===== src/rtl/xmr_pkg.sv =====
// Shared types and sizes for the external memory access router.
// Assumes a 16-bit effective address and a 4 KB on-chip RAM.
package xmr_pkg;
    localparam int ADDR_W    = 16;
    localparam int DATA_W    = 8;
    localparam int ONCHIP_AW = 12;
    localparam int ALE_FW    = 2;

    typedef enum logic [1:0] {
        RT_ONCHIP     = 2'd0,
        RT_SPLIT_LATCH = 2'd1,
        RT_SPLIT_PAGE  = 2'd2,
        RT_OFFCHIP    = 2'd3
    } route_mode_e;

    typedef struct packed {
        logic              sep_bus;
        logic [ALE_FW-1:0] ale_w;
        route_mode_e       mode;
    } xmr_cfg_t;

    typedef enum logic [1:0] {
        SQ_IDLE   = 2'd0,
        SQ_ALE_HI = 2'd1,
        SQ_ALE_LO = 2'd2,
        SQ_STROBE = 2'd3
    } seq_state_e;
endpackage


===== src/rtl/xmr_cfg_reg.sv =====
// Configuration register: routing mode, ALE width field and bus style.
// Assumes byte-wide writes; unused upper bits read as zero.
module xmr_cfg_reg
    import xmr_pkg::*;
#(
    parameter int REG_W = 8
) (
    input  logic             clk,
    input  logic             rst_n,
    input  logic             we,
    input  logic [REG_W-1:0] wdata,
    output xmr_cfg_t         cfg,
    output logic [REG_W-1:0] rdata
);
    localparam int CFG_W = $bits(xmr_cfg_t);

    // Hold the configuration; reset selects off-chip only with the widest ALE.
    always_ff @(posedge clk) begin
        if (!rst_n) begin
            cfg <= '{sep_bus: 1'b0, ale_w: '1, mode: RT_OFFCHIP};
        end else if (we) begin
            cfg <= xmr_cfg_t'(wdata[CFG_W-1:0]);
        end
    end

    // Zero-extend the stored fields for read-back.
    always_comb begin
        rdata = '0;
        rdata[CFG_W-1:0] = cfg;
    end
endmodule


===== src/rtl/xmr_route_decode.sv =====
// Forms the full effective address and chooses the target for an access.
// Assumes the on-chip region starts at address zero.
module xmr_route_decode
    import xmr_pkg::*;
#(
    parameter int AW  = ADDR_W,
    parameter int OAW = ONCHIP_AW
) (
    input  route_mode_e   mode,
    input  logic          short_acc,
    input  logic [AW-1:0] addr,
    input  logic [7:0]    latch_hi,
    input  logic [7:0]    page_hi,
    output logic [AW-1:0] full_addr,
    output logic          to_onchip
);
    logic [7:0] hi_sel;
    logic       below_bound;

    // Pick the upper byte source for short accesses.
    always_comb begin
        hi_sel = (mode == RT_SPLIT_PAGE) ? page_hi : latch_hi;
        if (short_acc) full_addr = {hi_sel[AW-9:0], addr[7:0]};
        else           full_addr = addr;
    end

    // Decide target from mode and the fixed on-chip boundary.
    always_comb begin
        below_bound = (full_addr[AW-1:OAW] == '0);
        unique case (mode)
            RT_ONCHIP:  to_onchip = 1'b1;
            RT_OFFCHIP: to_onchip = 1'b0;
            default:    to_onchip = below_bound;
        endcase
    end
endmodule


===== src/rtl/xmr_bus_seq.sv =====
// Off-chip cycle sequencer: ALE high, ALE low, then one strobe cycle.
// Assumes start is only pulsed while idle; captures width and bus style at start.
module xmr_bus_seq
    import xmr_pkg::*;
#(
    parameter int AW = ADDR_W,
    parameter int DW = DATA_W,
    parameter int FW = ALE_FW
) (
    input  logic          clk,
    input  logic          rst_n,
    input  logic          start,
    input  logic          wr,
    input  logic [AW-1:0] addr,
    input  logic [DW-1:0] wdata,
    input  logic [FW-1:0] ale_w,
    input  logic          sep_bus,
    output logic          busy,
    output logic          ale,
    output logic          rd_n,
    output logic          wr_n,
    output logic [AW-1:0] ext_addr,
    output logic [DW-1:0] ad_out,
    output logic          ad_oe
);
    seq_state_e    state;
    logic [FW-1:0] cnt;
    logic [FW-1:0] width_m1;
    logic          cyc_wr;
    logic          cyc_sep;
    logic [DW-1:0] cyc_data;

    // Advance through the phases, reloading the phase counter at each change.
    always_ff @(posedge clk) begin
        if (!rst_n) begin
            state    <= SQ_IDLE;
            cnt      <= '0;
            width_m1 <= '0;
            cyc_wr   <= 1'b0;
            cyc_sep  <= 1'b0;
            cyc_data <= '0;
            ext_addr <= '0;
        end else begin
            unique case (state)
                SQ_IDLE: if (start) begin
                    state    <= SQ_ALE_HI;
                    cnt      <= ale_w;
                    width_m1 <= ale_w;
                    cyc_wr   <= wr;
                    cyc_sep  <= sep_bus;
                    cyc_data <= wdata;
                    ext_addr <= addr;
                end
                SQ_ALE_HI: if (cnt == '0) begin
                    state <= SQ_ALE_LO;
                    cnt   <= width_m1;
                end else begin
                    cnt <= cnt - 1'b1;
                end
                SQ_ALE_LO: if (cnt == '0) state <= SQ_STROBE;
                           else           cnt <= cnt - 1'b1;
                SQ_STROBE: state <= SQ_IDLE;
            endcase
        end
    end

    // Decode pin levels from the current phase.
    always_comb begin
        busy   = (state != SQ_IDLE);
        ale    = (state == SQ_ALE_HI);
        rd_n   = !((state == SQ_STROBE) && !cyc_wr);
        wr_n   = !((state == SQ_STROBE) && cyc_wr);
        ad_oe  = 1'b0;
        ad_out = '0;
        if (state == SQ_ALE_HI && !cyc_sep) begin
            ad_oe  = 1'b1;
            ad_out = ext_addr[DW-1:0];
        end else if (state == SQ_STROBE && cyc_wr) begin
            ad_oe  = 1'b1;
            ad_out = cyc_data;
        end
    end
endmodule


===== src/rtl/xmem_router.sv =====
// External memory access router: routes each access to on-chip RAM or
// runs an off-chip bus cycle. Assumes requests arrive only while not busy;
// others are dropped.
module xmem_router
    import xmr_pkg::*;
#(
    parameter int AW  = ADDR_W,
    parameter int DW  = DATA_W,
    parameter int OAW = ONCHIP_AW
) (
    input  logic           clk,
    input  logic           rst_n,
    input  logic           cfg_we,
    input  logic [7:0]     cfg_wdata,
    output logic [7:0]     cfg_rdata,
    input  logic [7:0]     latch_hi,
    input  logic [7:0]     page_hi,
    input  logic           acc_req,
    input  logic           acc_wr,
    input  logic           acc_short,
    input  logic [AW-1:0]  acc_addr,
    input  logic [DW-1:0]  acc_wdata,
    output logic           acc_busy,
    output logic           ram_en,
    output logic           ram_we,
    output logic [OAW-1:0] ram_addr,
    output logic [DW-1:0]  ram_wdata,
    output logic           ext_ale,
    output logic           ext_rd_n,
    output logic           ext_wr_n,
    output logic [AW-1:0]  ext_addr,
    output logic [DW-1:0]  ext_ad_out,
    output logic           ext_ad_oe
);
    xmr_cfg_t      cfg;
    logic [AW-1:0] full_addr;
    logic          to_onchip;
    logic          accept;
    logic          start_ext;

    xmr_cfg_reg #(.REG_W(8)) u_cfg (
        .clk(clk), .rst_n(rst_n), .we(cfg_we), .wdata(cfg_wdata),
        .cfg(cfg), .rdata(cfg_rdata)
    );

    xmr_route_decode #(.AW(AW), .OAW(OAW)) u_dec (
        .mode(cfg.mode), .short_acc(acc_short), .addr(acc_addr),
        .latch_hi(latch_hi), .page_hi(page_hi),
        .full_addr(full_addr), .to_onchip(to_onchip)
    );

    // Accept a request only while no off-chip cycle runs.
    always_comb begin
        accept    = acc_req && !acc_busy;
        start_ext = accept && !to_onchip;
    end

    // Register the single-cycle on-chip RAM access.
    always_ff @(posedge clk) begin
        if (!rst_n) begin
            ram_en    <= 1'b0;
            ram_we    <= 1'b0;
            ram_addr  <= '0;
            ram_wdata <= '0;
        end else begin
            ram_en <= accept && to_onchip;
            ram_we <= accept && to_onchip && acc_wr;
            if (accept && to_onchip) begin
                ram_addr  <= full_addr[OAW-1:0];
                ram_wdata <= acc_wdata;
            end
        end
    end

    xmr_bus_seq #(.AW(AW), .DW(DW), .FW(ALE_FW)) u_seq (
        .clk(clk), .rst_n(rst_n), .start(start_ext), .wr(acc_wr),
        .addr(full_addr), .wdata(acc_wdata), .ale_w(cfg.ale_w),
        .sep_bus(cfg.sep_bus), .busy(acc_busy), .ale(ext_ale),
        .rd_n(ext_rd_n), .wr_n(ext_wr_n), .ext_addr(ext_addr),
        .ad_out(ext_ad_out), .ad_oe(ext_ad_oe)
    );
endmodule


===== config.mk =====
export PLATFORM = sky130hd
export DESIGN_NAME = xmem_router
export DESIGN_NICKNAME = d
export VERILOG_FILES = /design/src/rtl/xmr_pkg.sv /design/src/rtl/xmr_cfg_reg.sv /design/src/rtl/xmr_route_decode.sv /design/src/rtl/xmr_bus_seq.sv /design/src/rtl/xmem_router.sv
export SDC_FILE = /design/constraint.sdc
export NUM_CORES = 1
export LEC_CHECK = 0
export ABC_AREA = 1
export BUFFER_PORTS_ARGS = -buffer_cell sky130_fd_sc_hd__buf_2
export CAP_MARGIN = 25
export CORE_UTILIZATION = 44
export CTS_BUF_LIST = sky130_fd_sc_hd__clkbuf_4 sky130_fd_sc_hd__clkbuf_8
export DETAILED_ROUTE_END_ITERATION = 12
export HOLD_SLACK_MARGIN = 0.06
export PLACE_DENSITY = 0.76
export SKIP_LAST_GASP = 1
export SLEW_MARGIN = 20
export SYNTH_ARGS = -nofsm -noshare
export SYNTH_HDL_FRONTEND = slang
export SYNTH_HIERARCHICAL = 1
export SYNTH_SLANG_ARGS = --single-unit
export TNS_END_PERCENT = 1

===== constraint.sdc =====
create_clock -name clk -period 1.82 [get_ports clk]
set_input_delay 0.364 -clock clk [delete_from_list [all_inputs] [get_ports clk]]
set_output_delay 0.364 -clock clk [all_outputs]
set_load 0.01 [all_outputs]

==> results of run 1 <==
-- synth_stat cells, drive strengths merged --
cell and number:
ha 10, inv 50, nand2 101, a21oi 8, o21ai 39, dfxtp 59
conb 1, clkinv 2, nand3 28, buf 29, nor3b 1, clkbuf 4
nor2 105, or2 3
-- worst min-delay path, cell delays in order --
cell	delay [ns]
buf_2	0.07
nand2_1	0.04
nand3_1	0.06
-- timing repair --
action,CTS,global route
gates resized for setup,26,9
pin swaps,4,9
buffers inserted,3,2
setup endpoints to repair,64,61
-- logic make-up (layout without fill, tap and decap cells) --
logic type / Yosys count / count (layout) / share of synthesized area, %
AND/OR/NAND/NOR: 238 / 238 / 32.63
buffers and inverters: 85 / 198 / 15.24
flip-flops: 59 / 59 / 39.85
AO/OA/AOI/OAI: 47 / 47 / 7.936
adder cells (fa/ha/maj): 10 / 10 / 4.221
other: 1 / 3 / 0.1265
-- metrics by stage --
stage               worst slack [ns]   TNS [ns]  utilization (%)  hold slack [ns]  cell area, um^2
finish                     -0.002829  -0.003044            60.18           0.2412             3865
global route                 -0.1640     -5.745            60.18           0.2504             3865
CTS                         -0.01443   -0.02826            59.48           0.2298             3820
detailed placement           -0.1831     -7.851            54.90           0.4476             3526
global placement             -0.1661     -5.420            54.90           0.4430             3526
floorplan                    0.01499          0                -           0.4286             2977
-- report_power, final --
part	switching, mW	total [mW]	internal (mW)
Combinational	1.19	2.00	0.814
Clock	0.479	1.09	0.609
Sequential	0.172	1.73	1.56
Total	1.84	4.82	2.98
-- flip-flops by register name, summed over array words and instances (netlist names) --
name,cells
ram_addr,12
ram_en,1
ram_wdata,8
ram_we,1
u_cfg/cfg,5
u_seq/cnt,2
u_seq/cyc_data,8
u_seq/cyc_sep,1
u_seq/cyc_wr,1
u_seq/ext_addr,16
u_seq/state,2
u_seq/width_m1,2
-- area by class of cell --
cell class / instances / area share, %
repair buffers: 131 / 19.52
clock buffers: 13 / 4.467
clock inverters: 2 / 0.2590
well taps: 77 / 2.493
multi-input cells: 298 / 37.33
flip-flops and latches: 59 / 30.69
inverters: 52 / 5.244
-- worst paths after layout --
kind / from / end / slack [ns] / depth (start not counted)
worst max-delay path: u_cfg/cfg[0]$_SDFFE_PN1P_ / u_seq/cnt[1]$_SDFFE_PN0P_ / -0.003 / 17
worst min register to register: u_seq/width_m1[0]$_SDFFE_PN0P_ / u_seq/width_m1[0]$_SDFFE_PN0P_ / 0.46 / 2
worst max register to register: u_cfg/cfg[0]$_SDFFE_PN1P_ / u_seq/cnt[1]$_SDFFE_PN0P_ / -0.003 / 17
worst min-delay path: cfg_wdata[0] / u_cfg/cfg[0]$_SDFFE_PN1P_ / 0.24 / 3
-- per-layer routing --
layer	vias to the layer above	wire [um]	track usage, %
met5	-	0	0
li1	1547	-	-
met2	94	3695	38.15
met4	0	133	10.50
met1	1321	3180	25.25
met3	13	399	5.539
==> results.sh, run 1 <==
export IMPL_status="complete, but fails checks"
export IMPL_violations="design-rule violations, negative setup slack"
export IMPL_port_buffers=106
export IMPL_cp_top_family="simple AND/OR/NAND/NOR gates"
export IMPL_cts_root_buf="clkbuf_8"
export IMPL_coreArea_um2=6422
export IMPL_cts_buffers=9
export IMPL_dieWidth_um=84.08
export IMPL_track_usage_pct=22.02
export IMPL_powerDensity_nw_per_um2=1247
export IMPL_rsz0062_at_grt="true"
export IMPL_critPathBufInv=4
export IMPL_design_die_area_um2=7069
export IMPL_worstPathArrival_ns=2.08
export IMPL_worstSetupPathType="register to register"
export IMPL_antenna_cells=0
export IMPL_num_vias=2975
export IMPL_synthCells=440
export IMPL_ios=113
export IMPL_hpwl_um=5283
export IMPL_vias_per_cell=4.707
export IMPL_postSynthAreaPerCell_um2=6.737
export IMPL_yosysWarningCount=6
export IMPL_ant_nets=0
export IMPL_ys_seq_area_share_pct=39.85
export IMPL_ys_ff_latch=59
export IMPL_hold_path_class="primary input to register"
export IMPL_synthesis_area_um2=2964
export IMPL_cts_max_level=3
export IMPL_p_total_mw=4.820
export IMPL_clockBufferDepth=2
export IMPL_synth_area_top_cells="dfxtp_1 40%, nor2_1 13%, nand2_1 12%"
export IMPL_syn2layout_area_growth_pct=30.39
export IMPL_initial_utilization_pct=46.15
export IMPL_cts_tree="done"
export IMPL_multiInputGateArea_um2=1443
export IMPL_stdcell_count=632
export IMPL_start_kind="register"
export IMPL_max_freq_mhz=548.6
export IMPL_drt_iter0_drc=139
export IMPL_cp_cell_sequence="inv_2, ha_4, inv_4, nand2_2, nand3_2, nand2_1, nand2_1, inv_1, nand2_2, nand2_2, nor2_4, inv_2, nand2_4, nand3_4, nor2_2, nand2_1, a21oi_2"
export IMPL_fill_cells=609
export IMPL_vdd_drop_max_uv=696.7
export IMPL_synth_top_area_share_pct=39.85
export IMPL_regArea_um2=1186
export IMPL_skew_ns=0.005174
export IMPL_drv_cap=0
export IMPL_fp_row_count=29
export IMPL_cp_slowest_stage_delay_ns=0.34
export IMPL_ys_types=28
export IMPL_period_share_pct=100.2
export IMPL_slowest_stage="dfxtp_2"
export IMPL_cts_sinks=59
export IMPL_gp_congestion=0.8198
export IMPL_final_common_cell="buf_2"
export IMPL_antenna_found_initial=0
export IMPL_final_cell_mix="106 x buf_2, 102 x nor2_1, 93 x nand2_1"
export IMPL_worstPathRequired_ns=2.08
export IMPL_grt_pass1_wl_um=12330
export IMPL_grt_pass1_vias=2785
export IMPL_grt_max_degree=33
export IMPL_layout_min_cycle_time_ns=1.823
export IMPL_drtPass1Iterations=9
export IMPL_wl_per_cell_um=11.72
export IMPL_placed_cells=612
export IMPL_end_kind="register"
export IMPL_p_leak_nw=2.127
export IMPL_clk_pin_slew_ns=0.06
export IMPL_drv_slew=0
export IMPL_grt_overflow_total=0
export IMPL_insertion_delay_ns=0.33
export IMPL_hold_viol=0
export IMPL_timing_final_ws_setup_ns=-0.002829
export IMPL_crit_fanout=7
export IMPL_nets=615
export IMPL_die_h_um=84.08
export IMPL_yosys_area_top_type="dfxtp_1"
export IMPL_cts_hold_buf=0
export IMPL_drive_above_1_share_pct=32.43
export IMPL_wl_um=7409
export IMPL_setup_viol=2
export IMPL_drc_errors=10
No activity file was read; power rests on OpenSTA's default activity.
==> run 2, diff against run 1 <==
--- a/config.mk
+++ b/config.mk
@@ -9,7 +9,6 @@
 export BUFFER_PORTS_ARGS = -buffer_cell sky130_fd_sc_hd__buf_2
 export CAP_MARGIN = 25
 export CORE_UTILIZATION = 44
-export CTS_BUF_LIST = sky130_fd_sc_hd__clkbuf_4 sky130_fd_sc_hd__clkbuf_8
 export DETAILED_ROUTE_END_ITERATION = 12
 export HOLD_SLACK_MARGIN = 0.06
 export PLACE_DENSITY = 0.76
==> run 2 against run 1 <==
  * The run still ends with design-rule violations, negative setup slack left
  * Clock power about the same
  * Sequential cell count unchanged
  * Register-to-register slack about the same
  * Combinational power about the same
  * Via count decreased by 0.40%
  * Die area unchanged
  * Design area about the same
  * Largest power group unchanged
  * Setup slack improved by 0.0010 ns
  * Sequential power about the same
  * Global-route usage decreased by 0.11 points
  * Cell count unchanged
==> results.sh, run 2 (synthesized netlist as in run 1, its figures left out) <==
export IMPL_grt_max_degree=33
export IMPL_track_usage_pct=21.91
export IMPL_port_buffers=106
export IMPL_coreArea_um2=6422
export IMPL_max_freq_mhz=548.9
export IMPL_grt_pass1_vias=2769
export IMPL_cts_tree="done"
export IMPL_clockBufferDepth=2
export IMPL_wl_per_cell_um=11.64
export IMPL_drv_cap=0
export IMPL_grt_overflow_total=0
export IMPL_cts_root_buf="clkbuf_8"
export IMPL_hpwl_um=5283
export IMPL_end_kind="register"
export IMPL_cts_max_level=3
export IMPL_hold_path_class="primary input to register"
export IMPL_layout_min_cycle_time_ns=1.822
export IMPL_regMostFlops="u_seq/ext_addr"
export IMPL_wl_um=7359
export IMPL_dieWidth_um=84.08
export IMPL_rsz0062_at_grt="true"
export IMPL_worstPathArrival_ns=2.08
export IMPL_insertion_delay_ns=0.32
export IMPL_crit_fanout=7
export IMPL_worstSetupPathType="register to register"
export IMPL_post_place_ws_ns=-0.1831
export IMPL_powerDensity_nw_per_um2=1243
export IMPL_largest_reg_flops=16
export IMPL_violations="design-rule violations, negative setup slack"
export IMPL_cts_sinks=59
export IMPL_hold_viol=0
export IMPL_clk_pin_slew_ns=0.06
export IMPL_stdcell_count=632
export IMPL_gp_congestion=0.8198
export IMPL_syn2layout_area_growth_pct=30.27
export IMPL_design_die_area_um2=7069
export IMPL_num_vias=2963
export IMPL_final_cell_mix="106 x buf_2, 102 x nor2_1, 93 x nand2_1"
export IMPL_fill_cells=611
export IMPL_drtPass1Iterations=8
export IMPL_fp_row_count=29
export IMPL_final_common_cell="buf_2"
export IMPL_holdWs_ns=0.2451
export IMPL_drc_errors=10
export IMPL_antenna_cells=0
export IMPL_start_kind="register"
export IMPL_setup_viol=1
export IMPL_initial_utilization_pct=46.15
export IMPL_nets=615
export IMPL_status="complete, but fails checks"
export IMPL_vias_per_cell=4.688
export IMPL_skew_ns=0.005585
export IMPL_timing_final_ws_setup_ns=-0.001796
export IMPL_grt_pass1_wl_um=12280
export IMPL_drv_slew=0
export IMPL_die_h_um=84.08
export IMPL_worstPathRequired_ns=2.07
export IMPL_tns_ns=-0.001796
export IMPL_vdd_drop_max_uv=693.8
export IMPL_ant_nets=0
export IMPL_antenna_found_initial=0
export IMPL_reg_largest_list="u_seq/ext_addr: 16 flops, ram_addr: 12 flops"
export IMPL_drt_iter0_drc=160
export IMPL_drive_above_1_share_pct=32.25
export IMPL_p_leak_nw=2.123
export IMPL_ios=113
export IMPL_placed_cells=612
export IMPL_period_share_pct=100.1
export IMPL_cts_buffers=9
[run 2: cell counts in the layout (fill, tap and decap cells not counted)]
Identical to the previous run, type by type.
[run 2: final cells by class]
cell class / instances / area (um^2) / share of cell area, %
inverters: 52 / 202.7 / 5.250
flip-flops and latches: 59 / 1186 / 30.72
clock buffers: 13 / 168.9 / 4.375
well taps: 77 / 96.34 / 2.495
clock inverters: 2 / 10.01 / 0.2592
multi-input cells: 298 / 1443 / 37.36
repair buffers: 131 / 754.5 / 19.54
[run 2: stage by stage]
step           utilization, %  area, um^2  power [mW]
2_1_floorplan               -        2977       2.916
3_3_place_gp            54.90        3526       3.428
3_5_place_dp            54.90        3526       3.499
4_1_cts                 59.42        3816       4.740
5_1_grt                 60.12        3861       5.137
6_report                60.12        3861       4.800
[run 2: worst paths after layout]
path / end / startpoint / slack [ns] / depth (start not counted)
worst max-delay path: u_seq/cnt[1]$_SDFFE_PN0P_ / u_cfg/cfg[0]$_SDFFE_PN1P_ / -0.002 / 17
worst min-delay path: u_cfg/cfg[0]$_SDFFE_PN1P_ / cfg_wdata[0] / 0.25 / 3
worst max register to register: u_seq/cnt[1]$_SDFFE_PN0P_ / u_cfg/cfg[0]$_SDFFE_PN1P_ / -0.002 / 17
worst min register to register: u_seq/width_m1[0]$_SDFFE_PN0P_ / u_seq/width_m1[0]$_SDFFE_PN0P_ / 0.46 / 2
[run 2: critical path: stages (launching register included)]
cell and delay (ns):
dfxtp_2 0.34, inv_2 0.05, ha_4 0.18, inv_4 0.09, nand2_2 0.05, nand3_2 0.05
nand2_1 0.07, nand2_1 0.07, inv_1 0.04, nand2_2 0.06, nand2_2 0.07, nor2_4 0.12
inv_2 0.06, nand2_4 0.07, nand3_4 0.08, nor2_2 0.11, nand2_1 0.08, a21oi_2 0.14
[run 2: what timing repair did]
action,4_1_cts,5_1_grt
pin swaps,4,9
hold buffers,0,0
resized for setup,26,9
setup endpoints to repair,64,61
cloned,0,0
buffers inserted,3,2
[run 2: power by group]
part	total (mW)	leakage (nW)	internal (mW)	switching, mW
logic	2.00	1.55	0.814	1.19
clock network	1.07	0.0953	0.594	0.474
registers	1.73	0.482	1.56	0.172
[run 2: per-layer routing]
| layer | wire length (um) | track usage, % |
|---|---|---|
| met4 | 109 | 10.34 |
| met5 | 0 | 0 |
| met3 | 393 | 5.539 |
| met2 | 3655 | 37.85 |
| met1 | 3200 | 25.25 |
